**config.mk**
```make
export PLATFORM = sky130hd
export DESIGN_NAME = rqs_queue_selector
export DESIGN_NICKNAME = d
export VERILOG_FILES = /design/src/rtl/rqs_pkg.sv /design/src/rtl/rqs_outstanding_table.sv /design/src/rtl/rqs_rr_batcher.sv /design/src/rtl/rqs_ll_map.sv /design/src/rtl/rqs_queue_selector.sv
export SDC_FILE = /design/constraint.sdc
export NUM_CORES = 1
export LEC_CHECK = 0
export BUFFER_PORTS_ARGS = -buffer_cell sky130_fd_sc_hd__buf_2
export CAP_MARGIN = 20
export CORE_MARGIN = 8
export CORE_UTILIZATION = 29
export DETAILED_ROUTE_END_ITERATION = 8
export PLACE_DENSITY = 0.48
export SLEW_MARGIN = 40
export SYNTH_ARGS = -nofsm -noshare
export SYNTH_HDL_FRONTEND = slang
export SYNTH_SLANG_ARGS = --single-unit
```
**constraint.sdc**
```tcl
create_clock -name clk -period 4.9 [get_ports clk]
set_clock_uncertainty 0.1 [all_clocks]
set_input_delay 0.98 -clock clk [delete_from_list [all_inputs] [get_ports clk]]
set_output_delay 0.98 -clock clk [all_outputs]
set_load 0.02 [all_outputs]
```
**src/rtl/rqs_pkg.sv**
```systemverilog
package rqs_pkg;

   typedef enum logic {
      SRC_LOWLAT = 1'b0,
      SRC_HITPUT = 1'b1
   } pick_src_e;

   function automatic int unsigned clog2_min1(input int unsigned v);
      return (v <= 2) ? 1 : $clog2(v);
   endfunction

endpackage

```
**src/rtl/rqs_outstanding_table.sv**
```systemverilog
module rqs_outstanding_table #(
   parameter int unsigned NUM_DEV = 16,
   parameter int unsigned CNT_W   = 8,
   parameter int unsigned DEV_W   = 4
) (
   input  logic             clk,
   input  logic             rst_n,
   input  logic             sub_valid,
   input  logic [DEV_W-1:0] sub_dev,
   input  logic             cmp_valid,
   input  logic [DEV_W-1:0] cmp_dev,
   output logic [CNT_W-1:0] rd_cnt
);

   localparam logic [CNT_W-1:0] CNT_MAX = '1;

   if (NUM_DEV < 2)           $error("NUM_DEV must be at least 2");
   if ((1 << DEV_W) < NUM_DEV) $error("DEV_W too narrow for NUM_DEV");
   if (CNT_W < 5)             $error("CNT_W must exceed the threshold range");

   logic [CNT_W-1:0] cnt_all [NUM_DEV];

   for (genvar d = 0; d < NUM_DEV; d++) begin : g_dev
      logic             hit_s;
      logic             hit_c;
      logic [CNT_W-1:0] cnt_q;
      logic [CNT_W-1:0] cnt_d;

      assign hit_s = sub_valid && (sub_dev == DEV_W'(d));
      assign hit_c = cmp_valid && (cmp_dev == DEV_W'(d));

      always_comb begin
         cnt_d = cnt_q;
         if (hit_s && !hit_c && (cnt_q != CNT_MAX)) begin
            cnt_d = cnt_q + 1'b1;
         end else if (hit_c && !hit_s && (cnt_q != '0)) begin
            cnt_d = cnt_q - 1'b1;
         end
      end

      always_ff @(posedge clk) begin
         if (!rst_n) cnt_q <= '0;
         else        cnt_q <= cnt_d;
      end

      assign cnt_all[d] = cnt_q;

      AST_CNT_HOLD: assert property (@(posedge clk) disable iff (!rst_n)
         (hit_s && hit_c) |=> $stable(cnt_q));
      AST_CNT_FLOOR: assert property (@(posedge clk) disable iff (!rst_n)
         (hit_c && !hit_s && (cnt_q == '0)) |=> (cnt_q == '0));
      AST_CNT_CEIL: assert property (@(posedge clk) disable iff (!rst_n)
         (hit_s && !hit_c && (cnt_q == CNT_MAX)) |=> (cnt_q == CNT_MAX));
   end

   always_comb begin
      rd_cnt = '0;
      if (32'(sub_dev) < NUM_DEV) rd_cnt = cnt_all[sub_dev];
   end

endmodule

```
**src/rtl/rqs_rr_batcher.sv**
```systemverilog
module rqs_rr_batcher #(
   parameter int unsigned HT_MAX = 8,
   parameter int unsigned BATCH  = 16,
   parameter int unsigned HTW    = 3,
   parameter int unsigned HCW    = 4
) (
   input  logic           clk,
   input  logic           rst_n,
   input  logic           adv,
   input  logic [HCW-1:0] eff_n,
   output logic [HTW-1:0] ptr
);

   localparam int unsigned BW = $clog2(BATCH);
   localparam logic [BW-1:0] LAST_IN_BATCH = BW'(BATCH - 1);

   if (HT_MAX < 2) $error("HT_MAX must be at least 2");
   if (BATCH < 2)  $error("BATCH must be at least 2");

   logic [HTW-1:0] ptr_q;
   logic [HTW-1:0] ptr_eff;
   logic [HTW-1:0] ptr_nxt;
   logic [BW-1:0]  bcnt_q;
   logic           batch_done;

   // Pointer beyond a shrunk pool restarts at queue 0
   assign ptr_eff = ({1'b0, ptr_q} < eff_n) ? ptr_q : '0;

   if ((1 << BW) == BATCH) begin : g_pow2_batch
      assign batch_done = &bcnt_q;
   end else begin : g_gen_batch
      assign batch_done = (bcnt_q == LAST_IN_BATCH);
   end

   always_comb begin
      if (({1'b0, ptr_eff} + 1'b1) >= eff_n) ptr_nxt = '0;
      else                                    ptr_nxt = ptr_eff + 1'b1;
   end

   always_ff @(posedge clk) begin
      if (!rst_n) begin
         ptr_q  <= '0;
         bcnt_q <= '0;
      end else if (adv) begin
         if (batch_done) begin
            bcnt_q <= '0;
            ptr_q  <= ptr_nxt;
         end else begin
            bcnt_q <= bcnt_q + 1'b1;
            ptr_q  <= ptr_eff;
         end
      end
   end

   assign ptr = ptr_eff;

   AST_PTR_IN_POOL: assert property (@(posedge clk) disable iff (!rst_n)
      adv |-> ({1'b0, ptr} < eff_n));
   AST_BATCH_STILL: assert property (@(posedge clk) disable iff (!rst_n)
      !adv |=> ($stable(ptr_q) && $stable(bcnt_q)));
   AST_PTR_WRAP: assert property (@(posedge clk) disable iff (!rst_n)
      (adv && batch_done && (({1'b0, ptr_eff} + 1'b1) == eff_n)) |=> (ptr_q == '0));

endmodule

```
**src/rtl/rqs_ll_map.sv**
```systemverilog
module rqs_ll_map #(
   parameter int unsigned TOTAL_Q = 128,
   parameter int unsigned HT_MAX  = 8,
   parameter int unsigned QW      = 7
) (
   input  logic [QW-1:0] off,
   output logic [QW-1:0] idx
);

   localparam logic [QW:0] TOP_IDX = (QW+1)'(TOTAL_Q - 1);

   if (HT_MAX + 1 > TOTAL_Q) $error("pool does not fit into TOTAL_Q");

   logic [QW:0] sum;

   assign sum = {1'b0, off} + (QW+1)'(HT_MAX);
   assign idx = (sum > TOP_IDX) ? TOP_IDX[QW-1:0] : sum[QW-1:0];

endmodule

```
**src/rtl/rqs_queue_selector.sv**
```systemverilog
module rqs_queue_selector
   import rqs_pkg::*;
#(
   parameter int unsigned NUM_DEV = 16,
   parameter int unsigned CNT_W   = 8,
   parameter int unsigned TOTAL_Q = 128,
   parameter int unsigned HT_MAX  = 8,
   parameter int unsigned THRESH  = 8,
   parameter int unsigned BATCH   = 16,
   localparam int unsigned DEV_W  = clog2_min1(NUM_DEV),
   localparam int unsigned QW     = clog2_min1(TOTAL_Q),
   localparam int unsigned HTW    = clog2_min1(HT_MAX),
   localparam int unsigned HCW    = HTW + 1
) (
   input  logic             clk,
   input  logic             rst_n,
   input  logic             sub_valid,
   input  logic [DEV_W-1:0] sub_dev,
   input  logic [QW-1:0]    sub_ll_off,
   input  logic             cmp_valid,
   input  logic [DEV_W-1:0] cmp_dev,
   input  logic             ht_en,
   input  logic [HCW-1:0]   ht_qcount,
   output logic             q_valid,
   output logic [QW-1:0]    q_idx
);

   if (TOTAL_Q > 128)             $error("TOTAL_Q above 128");
   if (THRESH >= (1 << CNT_W) - 1) $error("THRESH must fit below the count ceiling");

   logic [CNT_W-1:0] dev_cnt;
   logic [HCW-1:0]   eff_n;
   logic             ht_on;
   pick_src_e        src;
   logic             adv;
   logic [HTW-1:0]   ht_ptr;
   logic [QW-1:0]    ll_idx;
   logic [QW-1:0]    pick_idx;

   rqs_outstanding_table #(
      .NUM_DEV (NUM_DEV),
      .CNT_W   (CNT_W),
      .DEV_W   (DEV_W)
   ) u_table (
      .clk       (clk),
      .rst_n     (rst_n),
      .sub_valid (sub_valid),
      .sub_dev   (sub_dev),
      .cmp_valid (cmp_valid),
      .cmp_dev   (cmp_dev),
      .rd_cnt    (dev_cnt)
   );

   assign eff_n = (ht_qcount > HCW'(HT_MAX)) ? HCW'(HT_MAX) : ht_qcount;
   assign ht_on = ht_en && (eff_n != '0);
   assign src   = (ht_on && (dev_cnt > CNT_W'(THRESH))) ? SRC_HITPUT : SRC_LOWLAT;
   assign adv   = sub_valid && (src == SRC_HITPUT);

   rqs_rr_batcher #(
      .HT_MAX (HT_MAX),
      .BATCH  (BATCH),
      .HTW    (HTW),
      .HCW    (HCW)
   ) u_batcher (
      .clk   (clk),
      .rst_n (rst_n),
      .adv   (adv),
      .eff_n (eff_n),
      .ptr   (ht_ptr)
   );

   rqs_ll_map #(
      .TOTAL_Q (TOTAL_Q),
      .HT_MAX  (HT_MAX),
      .QW      (QW)
   ) u_llmap (
      .off (sub_ll_off),
      .idx (ll_idx)
   );

   assign pick_idx = (src == SRC_HITPUT) ? QW'(ht_ptr) : ll_idx;

   always_ff @(posedge clk) begin
      if (!rst_n) begin
         q_valid <= 1'b0;
         q_idx   <= '0;
      end else begin
         q_valid <= sub_valid;
         if (sub_valid) q_idx <= pick_idx;
      end
   end

   AST_VALID_RISE: assert property (@(posedge clk) disable iff (!rst_n)
      sub_valid |=> q_valid);
   AST_VALID_IDLE: assert property (@(posedge clk) disable iff (!rst_n)
      !sub_valid |=> (!q_valid && $stable(q_idx)));
   AST_FALLBACK_LL: assert property (@(posedge clk) disable iff (!rst_n)
      (sub_valid && !ht_on) |=> (q_idx >= QW'(HT_MAX)));
   AST_HT_RANGE: assert property (@(posedge clk) disable iff (!rst_n)
      adv |=> (q_idx < QW'(HT_MAX)));

endmodule

```
**Word-level counts from Yosys, hierarchy flattened**

Cells that the tools add are included.

- Bits of input ports: 24
- Logic and storage cells: 319
- Register bits: 143
- Output and inout port bits: 8

- Bitwise gates (word level): 1
- Reduce and logical (&&, ||, !) cells: 167
- Add/subtract/negate cells: 36
- Multiplexer cells: 43
- Eq/ne operators: 46
- Order comparisons: 6

Operators by type and width:

| kind | count |
|---|---|
| 8-bit two-way mux | 34 |
| 8-bit by 1-bit adder with 8-bit output (second input constant) | 16 |
| 8-bit != test (second input constant) | 16 |
| 8-bit nonzero test | 16 |
| 8-bit by 1-bit subtractor with 8-bit output (second input constant) | 16 |
| 1-bit logical AND | 99 |
| 4-bit equality test (second input constant) | 16 |
| 8-bit binary-select mux with 4-bit select | 1 |
| 4-bit by 3-bit equality test with 1-bit output (second input constant) | 8 |
| 1-bit zero test | 32 |
| 2-bit nonzero test | 16 |
| 4-bit by 2-bit equality test with 1-bit output (second input constant) | 4 |
| 7-bit two-way mux | 2 |
| 3-bit two-way mux | 3 |
| 7-bit by 4-bit adder with 8-bit output (second input constant) | 1 |
| 4-bit by 1-bit equality test with 1-bit output (second input constant) | 2 |
| 8-bit by 4-bit > comparator with 1-bit output (second input constant) | 1 |
| 8-bit by 7-bit > comparator with 1-bit output (second input constant) | 1 |
| 4-bit zero test | 2 |
| 4-bit two-way mux | 2 |
| 5-bit greater-or-equal comparator (second input constant) | 1 |
| 4-bit inverter with 5-bit output | 1 |
| 3-bit by 1-bit adder with 4-bit output (second input constant) | 1 |
| 4-bit by 1-bit adder with 4-bit output (second input constant) | 1 |
| 7 further kinds | 7 |

**Depth between registers and ports, before layout**

Gate-level depths: netlist of run 1.

- Depth after elaboration: 8
- Gate-level depth with buffers: 15
- Depth with buffers taken out: 15

**Modules after synthesis**

Synthesis of run 1 repeated with hierarchy kept, for this count alone.

- Cell total of the unflattened synthesis: 1,349
- Area, all modules: 12,258.0 µm²

By module, submodules not included:

| module | cells an instance | times used | seq. area each (µm²) | area each (µm²) |
|---|---|---|---|---|
| rqs_outstanding_table | 1,231 | 1 | 2,562.5 | 11,222.0 |
| rqs_rr_batcher | 64 | 1 | 140.1 | 560.5 |
| rqs_queue_selector | 42 | 1 | 160.2 | 389.1 |
| rqs_ll_map | 12 | 1 | 0.0 | 86.3 |

**Worst setup path after synthesis of run 1**

No wires, ideal clock.

- Path kind: in2reg
- Start point: input sub_dev[0]
- End point: register u_table.g_dev[12].cnt_q[7]
- Buffers on the path: 3
- Cell stages on the path: 15
- Required time: 4.694 ns
- Setup slack: 0.620 ns
- Arrival: 4.074 ns
- Setup time: 0.106 ns
- Cell sequence: buf_2 buf_4 buf_2 nor3b_1 nand3_1 nor2_1 o21ai_0 ha_1 a21o_1 a21oi_1 o21bai_1 a21oi_1 o21ai_0 or3b_2 o311ai_0

- Longest elaborated chain between the ends: 6
- Elaborated cells between the ends (all ways): 9
- Classes of those cells: 1 x eq/ne; 1 x mux; 7 x reduce/logical

RTL lines:

| element | line | source |
|---|---|---|
| start: declaration | rqs_queue_selector.sv:18 | `input logic [DEV_W-1:0] sub_dev,` |
| 4-bit equality test (*) | rqs_outstanding_table.sv:29 | `assign hit_s = sub_valid && (sub_dev == DEV_W'(d));` |
| 1-bit logical AND (*) | rqs_outstanding_table.sv:29 |  |
| 1-bit zero test | rqs_outstanding_table.sv:36 | `end else if (hit_c && !hit_s && (cnt_q != '0)) begin` |
| 1-bit logical AND (2 in series) | rqs_outstanding_table.sv:36 |  |
| 2-bit nonzero test (no source line) | n/a |  |
| end signal: assignment | rqs_outstanding_table.sv:43 | `else cnt_q <= cnt_d;` |
| end: declaration | rqs_outstanding_table.sv:26 | `logic [CNT_W-1:0] cnt_q;` |

Mark *: on every way between the ends. The rest lies on a longest branch, timed or not.
A chain may end at the register's enable or synchronous reset.

**Worst setup path in the final report of run 1**

- Start point: input sub_dev[1]
- End point: register u_table.g_dev[14].cnt_q[7]

- Longest elaborated chain between the ends: 6
- Elaborated cells between the ends (all ways): 9
- Classes of those cells: 1 x eq/ne; 1 x mux; 7 x reduce/logical

RTL lines:

| element | line |
|---|---|
| 4-bit equality test (*) | rqs_outstanding_table.sv:29 |
| 1-bit logical AND (*) | rqs_outstanding_table.sv:29 |
| 1-bit zero test | rqs_outstanding_table.sv:36 |
| 1-bit logical AND (2 in series) | rqs_outstanding_table.sv:36 |
| 2-bit nonzero test (no source line) | n/a |
| end signal: assignment | rqs_outstanding_table.sv:43 |
| end: declaration | rqs_outstanding_table.sv:26 |

Marked as above.

==> flow_metrics.env, run 1 <==
export IMPL_status="finished, final reports clean"
export IMPL_slew_violations=0
export IMPL_cts_resized=0
export IMPL_dp_cells=1733
export IMPL_p_switching_mw=0.913
export IMPL_slew_headroom_pct=51.1
export IMPL_setup_viol=0
export IMPL_peakVddDrop_mv=0.177
export IMPL_post_route_min_period_ns=3.95
export IMPL_grt_max_degree=78
export IMPL_synth_top_cell_by_area="dfxtp_1"
export IMPL_syn_to_final_growth_pct=12.2
export IMPL_setup_ws_ns=0.948
export IMPL_grtUsageMet3_pct=2.40
export IMPL_seq_power_share_pct=40.1
export IMPL_antenna_found_initial=2
export IMPL_cts_hold_buf=0
export IMPL_timing_rr_end="u_batcher.ptr_q[2]$_SDFFE_PN0P_"
export IMPL_hold_viol=0
export IMPL_clock_fmax_mhz=253
export IMPL_use_met2_pct=20.0
export IMPL_vias=8921
export IMPL_p_clk_share_pct=41.8
export IMPL_fin_tns_setup_ns=0
export IMPL_cts_buffer_depth=2
export IMPL_synth_edf_count=0
export IMPL_wl_um=26400
export IMPL_grt_pass1_vias=8618
export IMPL_die_area_um2=43100
export IMPL_yosysSeqAreaShare_pct=26.9
export IMPL_r2r_start="u_batcher.ptr_q[0]$_SDFFE_PN0P_"
export IMPL_cts_setup_buffers=0
export IMPL_crit_path_max_fanout=15
export IMPL_drt_initial_drc_count=401
export IMPL_syn_cell_area_um2=10600
export IMPL_top_usage_layer="met2"
export IMPL_rrSetupSlack_ns=1.56
export IMPL_rsz0062_at_grt="false"
export IMPL_critical_path_arrival_ns=4.22
export IMPL_holdCritStartpoint="q_idx[6]$_SDFFE_PN0P_"
export IMPL_synth_warnings=0
export IMPL_async_flop_share_pct=0
export IMPL_cts_tree="yes"
export IMPL_dp_hpwl_um=19300
export IMPL_p_int_mw=2.20
export IMPL_clk_root_buffer_cell="clkbuf_16"
export IMPL_startpoint_type="input pin"
export IMPL_tightestPinTransition_ns=0.722
export IMPL_dp_slack_ns=0.560
export IMPL_path_class="input pin to flop"
export IMPL_start_util_pct=29.3
export IMPL_nets=1429
export IMPL_antenna_left=0
export IMPL_reg2regPathDepth=13
export IMPL_drc_errors=0
export IMPL_max_cap_violations=0
export IMPL_synthFlopType="dfxtp_1"
export IMPL_path_clk_slew_ns=0.07
export IMPL_leakage_nw=4.96
export IMPL_final_cells=1767
export IMPL_drive_gt1_share_pct=8.56
export IMPL_grt_usage_pct=12.3
export IMPL_postSynthCellCount=1253
export IMPL_critPathRequiredTime_ns=5.16
export IMPL_yosys_register_bits=143
export IMPL_hold_depth=2
export IMPL_total_power_mw=3.11
export IMPL_numCtsBuffers=17
export IMPL_syn_area_per_cell_um2=8.49
export IMPL_post_route_cell_area_um2=11900
export IMPL_combPwrFrac_pct=18.1
export IMPL_netlist_top_cells_area="dfxtp_1 27%, ha_1 12%, xnor2_1 8.0%, mux2i_1 7.2%, nor2_1 5.6%"
export IMPL_synth_nets=1398
export IMPL_dpl_cell_area_um2=11400
export IMPL_hold_class="flop to flop"
export IMPL_layout_commonest_cell="nor2_1"
export IMPL_io_pin_count=32
export IMPL_vias_per_cell=5.05
export IMPL_die_w_um=208
export IMPL_place_gp_congestion=0.758
export IMPL_holdPathEnd="q_idx[6]$_SDFFE_PN0P_"
export IMPL_grt_pass1_wl_um=44200
export IMPL_firstDrtPassIters=5
export IMPL_die_h_um=208
export IMPL_switching_share_pct=29.4
export IMPL_clk_latency_ns=0.44
export IMPL_layout_common_cells="160 x nor2_1, 143 x dfxtp_1, 105 x ha_1"
export IMPL_wl_per_cell_um=14.9
export IMPL_synth_top_area_share_pct=26.9
export IMPL_synth_cell_types=62
export IMPL_p_per_area_nw_per_um2=260
export IMPL_port_buffers=31
export IMPL_overflow=0
export IMPL_clock_sinks=143
export IMPL_nFillCells=3807
export IMPL_design_core_area_um2=36300
export IMPL_cp_end_kind="flop"
export IMPL_gr_usage_met1_pct=16.2
export IMPL_htree_levels=4
export IMPL_fin_crit_sh_pct=80.7
export IMPL_placementRows=70
-- stage by stage --
stage	hold WS (ns)	util [%]
after global placement	0.339	31.2
final	0.355	32.9
after global routing	0.372	32.9
after detailed placement	0.339	31.2
after CTS	0.355	32.8
after floorplan	0.354	-
-- worst max-delay path: stages --
cell and delay, ns:
buf_2 0.25, nand2_1 0.09, nor2_1 0.40, nand3_1 0.17, or3_1 0.62, ha_1 0.37
a21o_1 0.18, a21oi_1 0.21, o21bai_1 0.09, a21oi_1 0.21, o21ai_0 0.17, or3_1 0.39
o211ai_1 0.09
-- cell families after synthesis --
| group | Yosys count | share of synthesized area (%) |
|---|---|---|
| simple gates | 450 | 21.0 |
| compound gates | 285 | 17.4 |
| flops | 143 | 26.9 |
| fa+ha+maj | 121 | 15.4 |
| xor+xnor | 97 | 7.98 |
| mux | 84 | 8.62 |
| buf+inv | 73 | 2.75 |
-- state kept, by name, indices dropped and copies added (netlist names) --
register / cells
u_table.g_dev.cnt_q: 128
q_idx: 7
u_batcher.bcnt_q: 4
u_batcher.ptr_q: 3
q_valid: 1
-- synth_stat cells, types with 3 or more instances --
master    number
mux4_2         6
or4_1         14
buf_1          3
buf_2          6
dfxtp_1      143
o21ai_0       48
or3_1         24
o21bai_1      34
inv_1         37
fa_1          16
o21ai_1        4
nor4_1        10
nor3_1        14
o311ai_0      12
o211ai_1      15
nand2_1       80
or3b_2        13
nor3b_1        3
nand3_1       33
clkbuf_1      24
a211oi_1      17
a221o_1        3
nand4_1       33
and3_1        14
nor2b_1       14
nand2b_1      24
nand3b_1       3
nor2_1       160
ha_1         105
and2_1         3
mux2i_1       77
xnor2_1       97
a21oi_1       94
a21o_1        35
-- how the worst max path moves through the flow --
stage                     from                                       to  slack, ns  depth (start not counted)
finish              sub_dev[1]  u_table.g_dev[14].cnt_q[7]$_SDFFE_PN0P_       0.95                         13
global placement    sub_dev[1]  u_table.g_dev[14].cnt_q[7]$_SDFFE_PN0P_       0.58                         13
global route        sub_dev[1]  u_table.g_dev[14].cnt_q[7]$_SDFFE_PN0P_       0.69                         13
floorplan           sub_dev[0]  u_table.g_dev[12].cnt_q[7]$_SDFFE_PN0P_       0.62                         15
detailed placement  sub_dev[1]  u_table.g_dev[14].cnt_q[7]$_SDFFE_PN0P_       0.56                         13
CTS                 sub_dev[1]  u_table.g_dev[14].cnt_q[7]$_SDFFE_PN0P_       1.01                         13
-- per-layer routing --
metal	vias to the layer above	wire [um]	share of wire, %
li1	4638	-	-
met1	4158	13500	51
met2	99	11700	44
met3	24	867	3.3
met4	2	367	1.4
met5	-	13	0.049
-- layout make-up --
class                   instances  area, um2  share of cell area, %
repair buffers                 47        273                   2.28
multi-input cells            1037       7490                   62.7
well taps                     468        586                   4.90
flip-flops and latches        143       2860                   24.0
clock buffers                  20        467                   3.91
diodes                          2       5.00                 0.0419
inverters                      38        148                   1.24
clock inverters                12        110                  0.922
-- power by group through the flow --
stage	clock network [mW]	logic, mW	registers (mW)
4_1_cts	1.34	0.568	1.25
3_5_place_dp	0	0.565	1.27
6_report	1.30	0.564	1.25
5_1_grt	1.39	0.635	1.25
3_3_place_gp	0	0.557	1.27
2_1_floorplan	0	0.440	1.26
No activity file was read; power rests on OpenSTA's default activity.
==> inputs of run 2 (changes only) <==
- PLACE_DENSITY: 0.48 -> 0.5
- clock period: 4.9 -> 3.5 ns (I/O delays scaled with it)
==> run 2 against run 1 <==
  * Clock power is 55% higher
  * Setup slack worse by 0.68 ns
  * Sequential share of layout area is 1.9 points lower
  * Die area stayed put
  * Register-to-register slack worse by 1.2 ns
  * Critical path type unchanged
  * Final area is 8.6% higher
  * Combinational power is 64% higher
  * Routed wire length is 2.9% higher
  * Via count is 5.0% higher
==> flow_metrics.env, run 2 (synthesis gave the netlist of run 1 again) <==
export IMPL_status="finished, final reports clean"
export IMPL_clk_root_buffer_cell="clkbuf_16"
export IMPL_setup_ws_ns=0.267
export IMPL_layout_commonest_cell="nor2_1"
export IMPL_hold_slack_ns=0.354
export IMPL_max_cap_violations=0
export IMPL_overflow=0
export IMPL_antenna_cells=0
export IMPL_dp_hpwl_um=20800
export IMPL_cts_tree="yes"
export IMPL_antenna_left=0
export IMPL_dp_slack_ns=-0.132
export IMPL_clock_sinks=143
export IMPL_tightestPinTransition_ns=0.639
export IMPL_max_stage_delay_ns=0.48
export IMPL_critPathSlowestCell="or3b_2"
export IMPL_fin_util_pct=35.7
export IMPL_post_route_min_period_ns=3.23
export IMPL_path_common_cell="a21oi_1"
export IMPL_placementRows=70
export IMPL_place_gp_congestion=0.820
export IMPL_leakage_nw=5.56
export IMPL_numCtsBuffers=17
export IMPL_layout_common_cells="159 x nor2_1, 143 x dfxtp_1, 135 x buf_4"
export IMPL_slew_violations=0
export IMPL_vias=9371
export IMPL_firstDrtPassIters=5
export IMPL_fin_crit_sh_pct=92.4
export IMPL_nets=1550
export IMPL_largest_reg_flops=128
export IMPL_grt_usage_pct=12.7
export IMPL_setup_viol=0
export IMPL_clock_fmax_mhz=309
export IMPL_crit_path_max_fanout=4
export IMPL_die_w_um=208
export IMPL_drt_initial_drc_count=471
export IMPL_crit_chain="buf_2, buf_4, nand3b_1, nor3_1, nor2_1, o21ai_2, ha_1, a21o_1, a21oi_1, o21bai_1, a21oi_1, o21ai_0, or3b_2, o311ai_0"
export IMPL_grt_max_degree=46
export IMPL_design_core_area_um2=36300
export IMPL_clk_latency_ns=0.44
export IMPL_regMostFlops="u_table.g_dev.cnt_q"
export IMPL_top_regs="u_table.g_dev.cnt_q x128, q_idx x7, u_batcher.bcnt_q x4"
export IMPL_critical_path_arrival_ns=3.46
export IMPL_total_power_mw=4.68
export IMPL_drive_gt1_share_pct=16.9
export IMPL_cts_resized=0
export IMPL_wl_um=27100
export IMPL_path_buf_inv=2
export IMPL_vias_per_cell=4.97
export IMPL_die_h_um=208
export IMPL_post_route_cell_area_um2=13000
export IMPL_wl_per_cell_um=14.4
export IMPL_die_area_um2=43100
export IMPL_startpoint_type="input pin"
export IMPL_cp_end_kind="flop"
export IMPL_htree_levels=4
export IMPL_syn_to_final_growth_pct=21.9
export IMPL_path_clk_slew_ns=0.06
export IMPL_cp_top_family="simple AND/OR/NAND/NOR gates"
export IMPL_hold_viol=0
export IMPL_slew_headroom_pct=56.8
export IMPL_route_met3_wl_um=1130
export IMPL_path_class="input pin to flop"
export IMPL_drc_errors=0
export IMPL_rsz0062_at_grt="false"
export IMPL_io_pin_count=32
export IMPL_highest_layer="met4"
export IMPL_port_buffers=31
export IMPL_drt_met1_wl_um=13900
export IMPL_peakVddDrop_mv=0.281
export IMPL_critPathRequiredTime_ns=3.73
export IMPL_route_met2_wl_um=11900
export IMPL_cts_hold_buf=0
export IMPL_antenna_found_initial=1
export IMPL_grt_pass1_vias=9007
export IMPL_start_util_pct=29.3
export IMPL_hold_class="flop to flop"
export IMPL_p_per_area_nw_per_um2=361
export IMPL_cts_buffer_depth=2
export IMPL_dpl_cell_area_um2=12300
export IMPL_grt_pass1_wl_um=45900
export IMPL_cts_setup_buffers=0
-- run 2: where the power goes --
group / leakage, nW / internal (mW) / switching, mW
Clock: 0.299 / 1.24 / 0.779
Sequential: 1.16 / 1.68 / 0.0646
Combinational: 4.11 / 0.466 / 0.458
Total: 5.56 / 3.38 / 1.30
-- run 2: worst paths after layout --
path                                                      start                                endpoint  slack [ns]  cells after the start
worst max-delay path                                 cmp_dev[2]  u_table.g_dev[8].cnt_q[7]$_SDFFE_PN0P_        0.27                     14
worst min-delay path                      q_idx[5]$_SDFFE_PN0P_                   q_idx[5]$_SDFFE_PN0P_        0.35                      2
worst max register to register  u_batcher.ptr_q[0]$_SDFFE_PN0P_         u_batcher.ptr_q[2]$_SDFFE_PN0P_        0.32                     13
worst min register to register            q_idx[5]$_SDFFE_PN0P_                   q_idx[5]$_SDFFE_PN0P_        0.35                      2
-- run 2: cell type report --
| type | instances | area [um2] |
|---|---|---|
| multi-input cells | 1037 | 7530 |
| inverters | 38 | 145 |
| clock inverters | 12 | 185 |
| flip-flops and latches | 143 | 2860 |
| well taps | 468 | 586 |
| clock buffers | 20 | 457 |
| repair buffers | 168 | 1210 |
| fillers | 3755 | 23400 |
-- run 2: metal layers --
metal,vias to the layer above,track usage [%]
met2,116,20.3
li1,4871,-
met3,15,2.75
met4,0,2.69
met5,-,0
met1,4369,17.4
-- run 2: stage by stage --
| stage | setup TNS, ns | std cells |
|---|---|---|
| 3_5_place_dp | -0.752 | 1854 |
| 2_1_floorplan | -0.145 | 1253 |
| 4_1_cts | 0 | 1886 |
| 3_3_place_gp | -0.344 | 1854 |
| 5_1_grt | 0 | 1886 |
| 6_report | 0 | 1886 |
-- run 2: worst min-delay path: stages (launching register included) --
cell and delay (ns):
dfxtp_1 0.33, nand2_1 0.04, o21ai_0 0.05
